## src/rtl/thc_pkg.sv

```systemverilog
package thc_pkg;

    localparam int DW      = 32;
    localparam int RAW_W   = 12;
    localparam int NUM_TS  = 5;
    localparam int IDX_W   = $clog2(NUM_TS);
    localparam int OFFS_W  = 9;
    localparam int GAIN_W  = 10;
    localparam int REF_W   = 6;
    localparam int SLOPE_W = 6;
    localparam int SHIFT   = 3;

    // scaled numerator: 203450520 * 8
    localparam logic [DW-1:0]        SCALE_NUM  = 32'd1627604160;
    localparam logic [DW-1:0]        SLOPE_BASE = 32'd165;
    localparam logic [DW-1:0]        GAIN_BASE  = 32'd10000;
    localparam logic signed [DW-1:0] CODE_BIAS  = 32'sd3350;
    localparam logic signed [DW-1:0] REF_MULT   = 32'sd500;
    localparam logic signed [DW-1:0] BOGUS_CAP  = 32'sd200000;

    localparam logic [GAIN_W-1:0]  DEF_GAIN  = 10'd512;
    localparam logic [REF_W-1:0]   DEF_REF   = 6'd40;
    localparam logic [SLOPE_W-1:0] DEF_SLOPE = 6'd0;
    localparam logic [OFFS_W-1:0]  DEF_OFFS  = 9'd260;

    typedef struct packed {
        logic [GAIN_W-1:0]              gain;
        logic [REF_W-1:0]               ref_c;
        logic [SLOPE_W-1:0]             slope;
        logic [NUM_TS-1:0][OFFS_W-1:0]  offs;
    } cal_t;

    typedef enum logic [2:0] {
        ST_IDLE,
        ST_DIV_SLOPE,
        ST_DIV_GAIN,
        ST_CONV,
        ST_FIN
    } state_t;

    // extract fields, or fall back to defaults when word 0 bit 0 is clear
    function automatic cal_t unpack_cal(input logic [DW-1:0] w0,
                                        input logic [DW-1:0] w1,
                                        input logic [DW-1:0] w2);
        cal_t c;
        if (w0[0]) begin
            c.slope   = w0[31:26];
            c.ref_c   = w0[6:1];
            c.gain    = w1[31:22];
            c.offs[0] = w0[25:17];
            c.offs[1] = w0[16:8];
            c.offs[2] = w1[8:0];
            c.offs[3] = w2[31:23];
            c.offs[4] = w2[22:14];
        end else begin
            c.slope = DEF_SLOPE;
            c.ref_c = DEF_REF;
            c.gain  = DEF_GAIN;
            for (int i = 0; i < NUM_TS; i++) c.offs[i] = DEF_OFFS;
        end
        return c;
    endfunction

    function automatic logic [RAW_W-1:0] mask_raw(input logic [DW-1:0] r);
        return r[RAW_W-1:0];
    endfunction

    // scale, offset and reference combination for one point
    function automatic logic signed [DW-1:0] to_mdeg(input logic [DW-1:0]    q,
                                                     input logic [RAW_W-1:0] raw,
                                                     input logic [OFFS_W-1:0] offs,
                                                     input logic [REF_W-1:0] ref_c);
        logic signed [DW-1:0] diff;
        logic signed [DW-1:0] prod;
        logic signed [DW-1:0] t;
        logic signed [DW-1:0] base;
        diff = $signed(DW'(raw)) - $signed(DW'(offs)) - CODE_BIAS;
        prod = $signed(q) * diff;
        t    = prod >>> SHIFT;
        base = $signed(DW'(ref_c)) * REF_MULT;
        return base - t;
    endfunction

    function automatic logic signed [DW-1:0] scrub(input logic signed [DW-1:0] v);
        return (v > BOGUS_CAP) ? '0 : v;
    endfunction

endpackage

```

## src/rtl/thc_rdiv.sv

```systemverilog
module thc_rdiv #(
    parameter int W = 32
) (
    input  logic         clk,
    input  logic         rst,
    input  logic         go,
    input  logic [W-1:0] dividend,
    input  logic [W-1:0] divisor,
    output logic         done,
    output logic [W-1:0] quotient
);
    localparam int CW = $clog2(W + 1);

    logic [W-1:0]  rem_q;
    logic [W-1:0]  quo_q;
    logic [W-1:0]  den_q;
    logic [CW-1:0] cnt_q;
    logic [W:0]    shifted;
    logic [W:0]    trial;

    always_comb begin
        shifted = {rem_q, quo_q[W-1]};
        trial   = shifted - {1'b0, den_q};
    end

    always_ff @(posedge clk) begin
        if (rst) begin
            rem_q <= '0;
            quo_q <= '0;
            den_q <= '0;
            cnt_q <= '0;
            done  <= 1'b0;
        end else begin
            done <= 1'b0;
            if (go) begin
                rem_q <= '0;
                quo_q <= dividend;
                den_q <= divisor;
                cnt_q <= CW'(W);
            end else if (cnt_q != '0) begin
                if (!trial[W]) begin
                    rem_q <= trial[W-1:0];
                    quo_q <= {quo_q[W-2:0], 1'b1};
                end else begin
                    rem_q <= shifted[W-1:0];
                    quo_q <= {quo_q[W-2:0], 1'b0};
                end
                cnt_q <= cnt_q - 1'b1;
                if (cnt_q == CW'(1)) done <= 1'b1;
            end
        end
    end

    assign quotient = quo_q;
endmodule

```

## src/rtl/thc_peak.sv

```systemverilog
module thc_peak #(
    parameter int W = 32
) (
    input  logic                clk,
    input  logic                rst,
    input  logic                clr,
    input  logic                upd,
    input  logic signed [W-1:0] val,
    output logic signed [W-1:0] peak
);
    localparam logic signed [W-1:0] FLOOR = {1'b1, {(W-1){1'b0}}};

    always_ff @(posedge clk) begin
        if (rst || clr)
            peak <= FLOOR;
        else if (upd && (val > peak))
            peak <= val;
    end
endmodule

```

## src/rtl/thc_temp_bank.sv

```systemverilog
module thc_temp_bank #(
    parameter int NPTS = 4
) (
    input  logic                                    clk,
    input  logic                                    rst,
    input  logic                                    start_i,
    input  logic [thc_pkg::DW-1:0]                  cal_w0_i,
    input  logic [thc_pkg::DW-1:0]                  cal_w1_i,
    input  logic [thc_pkg::DW-1:0]                  cal_w2_i,
    input  logic [$clog2(NPTS+1)-1:0]               npts_i,
    input  logic [NPTS-1:0][thc_pkg::DW-1:0]        raw_i,
    input  logic [NPTS-1:0][thc_pkg::IDX_W-1:0]     sidx_i,
    output logic signed [thc_pkg::DW-1:0]           temp_o,
    output logic [((NPTS>1)?$clog2(NPTS):1)-1:0]    temp_slot_o,
    output logic                                    temp_vld_o,
    output logic signed [thc_pkg::DW-1:0]           max_o,
    output logic                                    max_vld_o
);
    import thc_pkg::*;

    localparam int CNT_W  = $clog2(NPTS + 1);
    localparam int SLOT_W = (NPTS > 1) ? $clog2(NPTS) : 1;

    state_t                          state_q;
    cal_t                            cal_live;
    logic [GAIN_W-1:0]               gain_q;
    logic [REF_W-1:0]                ref_q;
    logic [NUM_TS-1:0][OFFS_W-1:0]   offs_q;
    logic [NPTS-1:0][RAW_W-1:0]      raw_q;
    logic [NPTS-1:0][IDX_W-1:0]      idx_q;
    logic [NPTS-1:0][OFFS_W-1:0]     pt_offs;
    logic [CNT_W-1:0]                npts_q;
    logic [SLOT_W-1:0]               slot_q;
    logic [DW-1:0]                   scale_q;

    logic                            accept;
    logic                            last_slot;
    logic                            div_go;
    logic                            div_done;
    logic [DW-1:0]                   div_num;
    logic [DW-1:0]                   div_den;
    logic [DW-1:0]                   div_quo;
    logic signed [DW-1:0]            cur_val;
    logic signed [DW-1:0]            peak;

    assign cal_live  = unpack_cal(cal_w0_i, cal_w1_i, cal_w2_i);
    assign accept    = (state_q == ST_IDLE) && start_i;
    assign last_slot = (CNT_W'(slot_q) + CNT_W'(1)) == npts_q;

    // divider operand steering: slope term first, gain term second
    always_comb begin
        div_go = accept || ((state_q == ST_DIV_SLOPE) && div_done);
        if (state_q == ST_IDLE) begin
            div_num = SCALE_NUM;
            div_den = SLOPE_BASE + DW'(cal_live.slope);
        end else begin
            div_num = div_quo;
            div_den = GAIN_BASE + DW'(gain_q);
        end
    end

    thc_rdiv #(.W(DW)) u_div (
        .clk      (clk),
        .rst      (rst),
        .go       (div_go),
        .dividend (div_num),
        .divisor  (div_den),
        .done     (div_done),
        .quotient (div_quo)
    );

    // per-slot offset lookup by sensor tag
    for (genvar g = 0; g < NPTS; g++) begin : g_slot_offs
        assign pt_offs[g] = (int'(idx_q[g]) < NUM_TS) ? offs_q[idx_q[g]] : DEF_OFFS;
    end

    assign cur_val = scrub(to_mdeg(scale_q, raw_q[slot_q], pt_offs[slot_q], ref_q));

    thc_peak #(.W(DW)) u_peak (
        .clk  (clk),
        .rst  (rst),
        .clr  (accept),
        .upd  (state_q == ST_CONV),
        .val  (cur_val),
        .peak (peak)
    );

    always_ff @(posedge clk) begin
        if (rst) begin
            state_q     <= ST_IDLE;
            gain_q      <= '0;
            ref_q       <= '0;
            offs_q      <= '0;
            raw_q       <= '0;
            idx_q       <= '0;
            npts_q      <= '0;
            slot_q      <= '0;
            scale_q     <= '0;
            temp_o      <= '0;
            temp_slot_o <= '0;
            temp_vld_o  <= 1'b0;
            max_o       <= '0;
            max_vld_o   <= 1'b0;
        end else begin
            temp_vld_o <= 1'b0;
            max_vld_o  <= 1'b0;
            case (state_q)
                ST_IDLE: begin
                    if (start_i) begin
                        gain_q <= cal_live.gain;
                        ref_q  <= cal_live.ref_c;
                        offs_q <= cal_live.offs;
                        for (int k = 0; k < NPTS; k++) begin
                            raw_q[k] <= mask_raw(raw_i[k]);
                            idx_q[k] <= sidx_i[k];
                        end
                        npts_q  <= (int'(npts_i) > NPTS) ? CNT_W'(NPTS) : npts_i;
                        state_q <= ST_DIV_SLOPE;
                    end
                end
                ST_DIV_SLOPE: begin
                    if (div_done) state_q <= ST_DIV_GAIN;
                end
                ST_DIV_GAIN: begin
                    if (div_done) begin
                        scale_q <= div_quo;
                        slot_q  <= '0;
                        state_q <= (npts_q == '0) ? ST_FIN : ST_CONV;
                    end
                end
                ST_CONV: begin
                    temp_o      <= cur_val;
                    temp_slot_o <= slot_q;
                    temp_vld_o  <= 1'b1;
                    if (last_slot) state_q <= ST_FIN;
                    else           slot_q  <= slot_q + 1'b1;
                end
                ST_FIN: begin
                    max_o     <= peak;
                    max_vld_o <= 1'b1;
                    state_q   <= ST_IDLE;
                end
                default: state_q <= ST_IDLE;
            endcase
        end
    end
endmodule

```

## config.mk

```make
export PLATFORM = sky130hd
export DESIGN_NAME = thc_temp_bank
export DESIGN_NICKNAME = d
export VERILOG_FILES = /design/src/rtl/thc_pkg.sv /design/src/rtl/thc_rdiv.sv /design/src/rtl/thc_peak.sv /design/src/rtl/thc_temp_bank.sv
export SDC_FILE = /design/constraint.sdc
export NUM_CORES = 2
export LEC_CHECK = 0
export BUFFER_PORTS_ARGS = -buffer_cell sky130_fd_sc_hd__buf_2
export CAP_MARGIN = 0
export CORE_MARGIN = 2
export CORE_UTILIZATION = 40
export CTS_CLUSTER_DIAMETER = 80
export CTS_CLUSTER_SIZE = 40
export DETAILED_ROUTE_END_ITERATION = 12
export SLEW_MARGIN = 10
export SYNTH_ARGS = -nofsm -noshare
export SYNTH_HDL_FRONTEND = slang
export SYNTH_SLANG_ARGS = --single-unit
```

## constraint.sdc

```tcl
create_clock -name clk -period 17.4 [get_ports clk]
set_input_delay 0.87 -clock clk [delete_from_list [all_inputs] [get_ports clk]]
set_output_delay 0.87 -clock clk [all_outputs]
set_load 0.005 [all_outputs]
```

==> reports/metrics.cfg <==
[status]
status = finished, final reports clean

[pwr]
internal_power_mw = 1.87
leakagePower_nw = 13.9
p_comb_share_pct = 59.0
p_clk_share_pct = 15.9
switching_share_pct = 48.3
peakVddDrop_v = 0.0000941
p_per_area_mw_per_mm2 = 113
power_switching_mw = 1.74
power_frac_seq_pct = 25.1

[yosys]
yosys_most_used_dff = dfxtp_1
avgSynthCellArea_um2 = 8.43
netlist_area_mm2 = 0.0293
syn_inst = 3469
seq_area_frac_synth_pct = 23.3
synthArstFlopShare_pct = 0
yosys_warnings = 0
synth_seq_cells = 341
netlist-cell-type-count = 93
synth-edff-count = 0
syn_nets = 4179

[final_layout]
fin_nets = 4261
syn_to_final_growth_pct = 9.22
antenna_cells = 0
layout-drive-gt1-share_pct = 10.7
final_area_mm2 = 0.0320
fill_cells = 7258

[run]
drv_cap = 0

[worst_setup_path]
crit_start = idx_q[9]
setup.worst_path.class = reg2reg
cp_common_cell = fa_1
crit_arrival_ns = 16.25
timing.rr.start = idx_q[9]
worstSetupEndpointType = flop
crit_path_top_delay_cell = dfxtp_1
cp_data_required_time_ns = 17.83
max_stage_delay_ns = 0.79
cp-start-kind = flop
rrSetupSlack_ns = 1.58
cp_max_fo = 29

[timing]
fin_crit_sh_pct = 90.9
tightest_slew_ns = 1.13
fmax_ghz = 0.0632
finalHoldViolations = 0
setup_viol = 0
final_max_slew_viol_count = 0
hold_slack_ns = 0.458
layout_min_cycle_time_ns = 15.82
clock_skew_ns = 0.0428
max_slew_margin_pct = 24.3
rsz0062_at_grt = false
fin_setup_tns_ns = 0

[cts]
tritoncts = built
insertion_delay_ns = 0.57
cts_root_buf = clkbuf_16
cts_htree_levels = 1
clk_path_buf_depth = 3
clk_pin_slew_ns = 0.11
cts_resized = 0
cts_buffers = 21
cts_sinks = 341
cts_setup_buffers = 0
hold_buffers = 0

[drt]
drcViolationCount = 0
drt_iter0_drc = 1654
dr_total_vias = 23828
wl_mm = 76.9
first_pass_iters = 5
via_per_inst = 5.27
wire_per_inst_um = 17.0
antenna_left = 0

[global_route]
grtUsageTotal_pct = 20.8
grt_pass1_vias = 23778
overflow = 0
grt_pass1_wl_mm = 127
antenna_found_initial = 3
grt_max_degree = 87

[die]
rows = 99
die_h_um = 274
dieArea_mm2 = 0.0753
die_w_um = 274
ios = 310
coreArea_mm2 = 0.0727
initial_core_util_pct = 40.2

[placed_design]
portBuffers = 201
gp_congestion = 0.844
postPlaceCellArea_mm2 = 0.0312
dp_hpwl_mm = 58.7

[worst_hold_path]
holdCritStartpoint = raw_q[16]
min_path_type = reg2reg

[synthesized netlist by cell type, drive strengths merged, types with 4 or more instances]
master / count / area share [%]
o22ai: 9 / 0.21
o21bai: 11 / 0.28
xnor2: 77 / 2.4
a21o: 30 / 0.77
nand3: 31 / 0.55
nor4: 9 / 0.19
nor3b: 14 / 0.38
o211ai: 13 / 0.33
or3: 9 / 0.19
mux2i: 25 / 0.86
nand4: 15 / 0.32
a2111oi: 6 / 0.18
nor3: 67 / 1.1
and3: 13 / 0.28
xor2: 47 / 1.4
a21oi: 256 / 4.4
and2: 109 / 2.3
a22oi: 30 / 0.77
ha: 180 / 7.7
a211oi: 12 / 0.33
o21ai: 90 / 1.6
a21boi: 8 / 0.21
or4: 5 / 0.13
a22o: 73 / 2.2
o221ai: 4 / 0.12
nand3b: 5 / 0.13
o31ai: 4 / 0.10
a211o: 4 / 0.12
nor2: 255 / 3.3
dfxtp: 341 / 23
fa: 288 / 20
clkinv: 6 / 0.077
nor2b: 43 / 0.92
buf: 25 / 0.45
a31oi: 8 / 0.17
nand2b: 18 / 0.38
o21a: 16 / 0.41
inv: 413 / 5.3
clkbuf: 168 / 2.2
nand2: 597 / 7.7
a221oi: 29 / 0.87
mux4: 48 / 3.7
or2: 14 / 0.30
[routing by layer]
layer	vias up	GRT usage [%]	wire length (um)
met5	-	0	16
met4	2	4.96	1780
met3	88	2.78	4120
met2	557	35.3	36600
met1	11643	28.1	34300
li1	11538	-	-
[worst max-delay path: cells and delay by family (launching register included)]
| kind | cells | cell delay [ns] |
|---|---|---|
| xor+xnor | 4 | 1.40 |
| compound gates | 23 | 4.59 |
| flops | 1 | 0.79 |
| buf+inv | 7 | 1.30 |
| simple gates | 14 | 2.05 |
| fa+ha+maj | 11 | 4.92 |
| mux | 1 | 0.59 |
[power by group through the flow]
stage | registers, mW | clock network (mW) | logic (mW)
after global routing | 0.915 | 0.616 | 2.39
after floorplan | 0.901 | 0 | 1.57
after detailed placement | 0.922 | 0 | 2.13
final | 0.905 | 0.575 | 2.13
after global placement | 0.922 | 0 | 2.13
after CTS | 0.905 | 0.593 | 2.14
[cell usage in the layout, fill, tap and decap left out, types with 6 or more instances in the layout]
cell type and instances:
a2111oi_0 6, mux2i_1 25, dfxtp_1 340, nor2_1 250, a221oi_1 29, and3_1 13
and2_1 107, a21oi_1 255, o21ai_0 85, o21bai_1 11, buf_2 200, ha_1 180
a211oi_1 11, nand2_1 596, o21a_1 16, nor3b_1 13, or3_1 9, a22o_1 73
nor3_1 66, a22oi_1 30, xor2_1 44, nand2b_1 18, xnor2_1 72, o22ai_1 8
or2_2 11, mux4_2 48, nor2b_1 43, fa_1 288, inv_1 411, nor4_1 9
a21boi_0 7, o211ai_1 13, nand4_1 15, clkbuf_16 21, a31oi_1 8, nand3_1 30
a21o_1 30, buf_4 51, clkinv_1 6
[registers in the layout (all words and copies together), names as in the netlist, 6 cells and up]
signal          flops
gain_q             10
idx_q              12
max_o              31
offs_q             45
raw_q              48
ref_q               6
scale_q            32
temp_o             30
u_div.cnt_q         6
u_div.den_q        13
u_div.quotient     32
u_div.rem_q        32
u_peak.peak        31
[area by class of cell]
cell class / instances / area [um2] / area share (%)
Tap cell: 959 / 1200 / 3.76
Clock buffer: 22 / 529 / 1.66
Timing Repair Buffer: 252 / 1400 / 4.37
Clock inverter: 15 / 229 / 0.717
Inverter: 419 / 1570 / 4.92
Multi-Input combinational cell: 2516 / 20200 / 63.2
Sequential cell: 341 / 6830 / 21.4
[final timing paths]
path / cells past startpoint / endpoint
setup / recovery: 60 / u_peak.peak[3]
hold / removal: 2 / raw_q[16]
setup reg to reg: 60 / u_peak.peak[3]
hold reg to reg: 2 / raw_q[16]
[per-stage QoR]
step / worst slack (ns) / util (%) / power (mW) / instances
after global placement: 1.77 / 42.9 / 3.05 / 4487
after floorplan: 2.88 / - / 2.47 / 3469
after CTS: 1.61 / 43.9 / 3.63 / 4524
after detailed placement: 1.69 / 42.9 / 3.05 / 4487
after global routing: 0.545 / 43.9 / 3.93 / 4524
final: 1.58 / 43.9 / 3.61 / 4524
[cells by family after synthesis]
logic type / Yosys count / share of synthesized area, %
multiplexers: 74 / 4.59
AND/OR/NAND/NOR: 1218 / 18.6
flip-flops: 341 / 23.3
AO/OA/AOI/OAI: 628 / 13.9
adder cells (fa/ha/maj): 468 / 27.4
XOR/XNOR: 128 / 4.17
buffers and inverters: 612 / 7.98
Power figures use the tool's default switching activity.
